`config.mk`:
```
export PLATFORM = sky130hd
export DESIGN_NAME = fdc_rate_ctl
export DESIGN_NICKNAME = d
export VERILOG_FILES = /design/src/rtl/fdc_rate_ctl.sv
export SDC_FILE = /design/constraint.sdc
export NUM_CORES = 1
export LEC_CHECK = 0
export BUFFER_PORTS_ARGS = -buffer_cell sky130_fd_sc_hd__buf_2
export CAP_MARGIN = 20
export CORE_AREA = 8 8 45 47
export CTS_BUF_LIST = sky130_fd_sc_hd__clkbuf_2
export DETAILED_ROUTE_END_ITERATION = 10
export DIE_AREA = 0 0 53 55
export PLACE_DENSITY = 0.55
export SYNTH_ARGS = -nofsm -noshare
export SYNTH_HDL_FRONTEND = slang
export SYNTH_SLANG_ARGS = --single-unit
```
`constraint.sdc`:
```
create_clock -name clk -period 1.35 [get_ports clk]
set_input_delay 0.0675 -clock clk [delete_from_list [all_inputs] [get_ports clk]]
set_output_delay 0.0675 -clock clk [all_outputs]
set_load 0.1 [all_outputs]
```
`src/rtl/fdc_rate_ctl.sv`:
```
module fdc_rate_ctl #(
  parameter int RATE_W = 2,
  parameter int PC_W   = 3,
  parameter logic [RATE_W-1:0] RATE_RST = 2'd2,
  parameter logic [PC_W-1:0]   PC_RST   = 3'd0
) (
  input  logic              clk,
  input  logic              rst_n,
  input  logic              wr_en,
  input  logic              rd_en,
  input  logic              sel_ctl,
  input  logic [7:0]        wdata,
  input  logic              alt_wr,
  input  logic [RATE_W-1:0] alt_rate,
  input  logic              data_acc,
  input  logic              stat_acc,
  output logic [RATE_W-1:0] rate_code,
  output logic [PC_W-1:0]   pcomp_code,
  output logic              low_pwr,
  output logic              soft_rst
);

  localparam int PC_LSB = RATE_W;

  logic [RATE_W-1:0] rate_q;
  logic [PC_W-1:0]   pc_q;
  logic              lp_q, srst_q;
  logic              own_wr, rst_bit, lp_bit, rsv_bit, wake;

  assign own_wr  = wr_en & sel_ctl;
  assign rst_bit = wdata[7];
  assign lp_bit  = wdata[6];
  assign rsv_bit = wdata[5];
  assign wake    = data_acc | stat_acc;

  always_ff @(posedge clk or negedge rst_n) begin
    if (!rst_n) begin
      rate_q <= RATE_RST;
      pc_q   <= PC_RST;
      lp_q   <= 1'b0;
      srst_q <= 1'b0;
    end else begin
      if (alt_wr)      rate_q <= alt_rate;
      else if (own_wr) rate_q <= wdata[RATE_W-1:0];
      if (own_wr) pc_q <= wdata[PC_LSB +: PC_W];
      srst_q <= own_wr & rst_bit;
      if (own_wr && rst_bit)     lp_q <= 1'b0;
      else if (own_wr && lp_bit) lp_q <= 1'b1;
      else if (wake)             lp_q <= 1'b0;
    end
  end

  assign rate_code  = rate_q;
  assign pcomp_code = pc_q;
  assign low_pwr    = lp_q & ~wake;
  assign soft_rst   = srst_q;

  p_pulse_once_r6: assert property (@(posedge clk) disable iff (!rst_n)
    soft_rst |=> !soft_rst);
  p_pulse_cause_r6: assert property (@(posedge clk) disable iff (!rst_n)
    own_wr && rst_bit |=> soft_rst);
  p_alt_wins_r4: assert property (@(posedge clk) disable iff (!rst_n)
    alt_wr |=> rate_code == $past(alt_rate));
  p_wake_now_r9: assert property (@(posedge clk) disable iff (!rst_n)
    wake |-> !low_pwr);
  p_enter_r8: assert property (@(posedge clk) disable iff (!rst_n)
    own_wr && lp_bit && !rst_bit |=> low_pwr || wake);
  p_reset_exit_r10: assert property (@(posedge clk) disable iff (!rst_n)
    own_wr && rst_bit |=> !low_pwr);
  p_read_quiet_r11: assert property (@(posedge clk) disable iff (!rst_n)
    !own_wr && !alt_wr && (rd_en || rsv_bit) |=> $stable({rate_code, pcomp_code}));

endmodule

```
==> flow_metrics.py <==
metrics = {
    "status": {
        "outcome": "complete, no violations",
    },
    "power": {
        "total_power_uw": 640,
        "peakVddDrop_mv": 0.487,
        "power.leakage_uw": 0.000258,
        "power_density_nw_per_um2": 1340,
    },
    "drt": {
        "ant_nets": 0,
        "wire_per_inst_um": 12.3,
        "wl_met1_um": 380,
        "highest_layer": "met3",
        "vias": 273,
        "drt-total-wl_um": 802,
        "drt_iter0_markers": 2,
        "vias_per_cell": 4.20,
        "drt_pass1_iterations": 2,
        "met2WireLength_um": 229,
        "drc": 0,
        "met3_length_um": 192,
    },
    "placed_design": {
        "dp_cells": 60,
        "gp_congestion": 0.735,
        "io_buffers": 22,
        "post-place-ws_ns": 0.348,
        "place_hpwl_um": 668,
    },
    "worst_setup_path": {
        "cpPeakStageDelay_ns": 0.45,
        "crit_chain": "nor3b_4 > buf_2",
        "cp_max_fo": 2,
        "worst_setup_path_start_kind": "register",
        "reg2regPathDepth": 2,
        "cp_top_family": "buffers and inverters",
        "cp.arrival_ns": 1.18,
        "cp_num_buf_inv": 1,
        "r2r-end": "lp_q$_DFFE_PN0P_",
        "critPathKind": "reg2out",
        "slowest_stage": "buf_2",
        "crit_path_start": "lp_q$_DFFE_PN0P_",
        "r2r_slack_ns": 0.55,
        "reg2reg_from": "lp_q$_DFFE_PN0P_",
        "critPathRequiredTime_ns": 1.28,
        "end_kind": "primary output",
    },
    "sta": {
        "hold_ws_ns": 0.0744,
        "fin_crit_sh_pct": 92.1,
        "finalMaxSlewViolations": 0,
        "setup_tns_ns": 0,
        "worstMarginPinSlew_ns": 0.494,
        "fin_crit_ns": 1.24,
        "finalSetupViolations": 0,
        "max_freq_ghz": 0.804,
        "grt_setup_unrepaired": "no",
        "timing.final.ws_setup_ns": 0.106,
        "hold_viol": 0,
        "finClkSkew_ns": 0,
        "relSlewSlack_pct": 67.3,
    },
    "floorplan": {
        "chipWidth_um": 53,
        "pin_count": 25,
        "core-area_sq_um": 1380,
        "rows": 14,
        "fp.dieArea_sq_um": 2920,
        "start_util_pct": 22.1,
        "die_y_um": 55,
    },
    "synth": {
        "synthCells": 22,
        "yosysTopAreaCellShare_pct": 49.2,
        "synth_area_sq_um": 305,
        "synth_fp_nets": 40,
        "yosys.area.top_type": "dfrtp_1",
        "yosysWarnings": 0,
        "ys_ff_latch": 7,
        "synth_area_leaders": "dfrtp_1 49%, mux2_2 11%, dfstp_2 8.6%",
        "yosysUniqueCellTypes": 11,
        "ys_seq_area_share_pct": 57.8,
        "synth_area_per_cell_sq_um": 13.9,
    },
    "hold_path": {
        "holdPathStages": 2,
        "hp-class": "in2reg",
        "hold_end": "pcomp_code[0]$_DFFE_PN0P_",
        "hold_path.startpoint": "wdata[2]",
    },
    "cts": {
        "clock_latency_ns": 0.22,
        "cts_resized": 0,
        "cts.clk_slew.worst_paths_ns": 0.07,
        "cts_tree": "yes",
        "root_buffer": "clkbuf_2",
        "clock_sinks": 7,
        "clockBufferDepth": 2,
        "cts-buffers-inserted": 3,
        "h-tree-depth": 1,
    },
    "run": {
        "cap_violations": 0,
    },
    "final_layout": {
        "area.sequential_sq_um": 176,
        "drive_above_1_share_pct": 71.4,
        "nets": 68,
        "syn_to_final_growth_pct": 56.1,
        "antenna_cells": 0,
        "final_cell_count_no_fill": 65,
        "fillers": 153,
        "multiInputGateArea_sq_um": 136,
    },
    "global_route": {
        "grt_pass1_wl_um": 1320,
        "grt.overflow.total": 0,
        "grt_max_degree": 8,
        "antenna_found_initial": 0,
        "grt_pass1_vias": 308,
        "grt.total_usage_pct": 6.15,
    },
}
## routing by layer
layer / up-vias / GRT usage [%]
met1: 115 / 7.87
met5: - / 0
met3: 0 / 4.81
met4: 0 / 5.17
met2: 22 / 6.05
li1: 136 / -
## cell usage in the layout, fill, tap and decap left out
cell | Yosys | layout
a311o_1 | 2 | 2
and2_1 | 2 | 2
and3_2 | 2 | 2
and4b_1 | 2 | 2
buf_2 | 0 | 22
clkbuf_2 | 0 | 4
dfrtp_1 | 6 | 6
dfstp_2 | 1 | 1
dlygate4sd3_1 | 0 | 1
inv_1 | 1 | 1
mux2_2 | 3 | 3
nand2_2 | 1 | 1
nor3b_4 | 0 | 1
o21ba_2 | 1 | 1
## kinds of logic after synthesis
family / synth area share [%]
AOI/OAI and AO/OA: 9.84
buffers and inverters: 1.23
and+or+nand+nor: 20.1
DFF: 57.8
muxes: 11.1
## metrics by stage
| step | instance area [sq um] | util (%) |
|---|---|---|
| after floorplan | 317 | - |
| after global placement | 447 | 32.3 |
| after detailed placement | 447 | 32.3 |
| after CTS | 477 | 34.4 |
| after global routing | 477 | 34.4 |
| final | 477 | 34.4 |
## repair_timing
action,CTS,global route
hold buffers,1,0
setup buffers,0,0
hold endpoints to repair,7,0
## final cells by class
type	instances	share of cell area [%]
clock buffers	4	4.20
inverters	1	0.787
multi-input cells	14	28.6
flip-flops and latches	7	37.0
well taps	16	4.20
repair buffers	23	25.2
## state kept, by name, indices dropped and copies added, names as in the netlist
signal / cells
pcomp_code: 3
rate_code: 2
soft_rst: 1
lp_q: 1
## cells in the mapped netlist (all sizes together)
| master | instances |
|---|---|
| nand2 | 1 |
| and3 | 2 |
| dfstp | 1 |
| mux2 | 3 |
| and2 | 2 |
| o21ba | 1 |
| inv | 1 |
| nor3b | 1 |
| and4b | 2 |
| a311o | 2 |
| dfrtp | 6 |
## worst max path at each step
stage | end | slack [ns] | cells past startpoint
final | low_pwr | 0.11 | 2
after global routing | low_pwr | 0.05 | 2
after CTS | low_pwr | 0.08 | 2
after detailed placement | low_pwr | 0.35 | 2
after global placement | low_pwr | 0.35 | 2
after floorplan | lp_q$_DFFE_PN0P_ | -0.09 | 2
## report_power, final
group,switching (uW),internal [uW]
combinational,193,55.5
clock,69.7,78.7
sequential,9.31,234
Note: power is estimated with default switching activity, not from simulation.
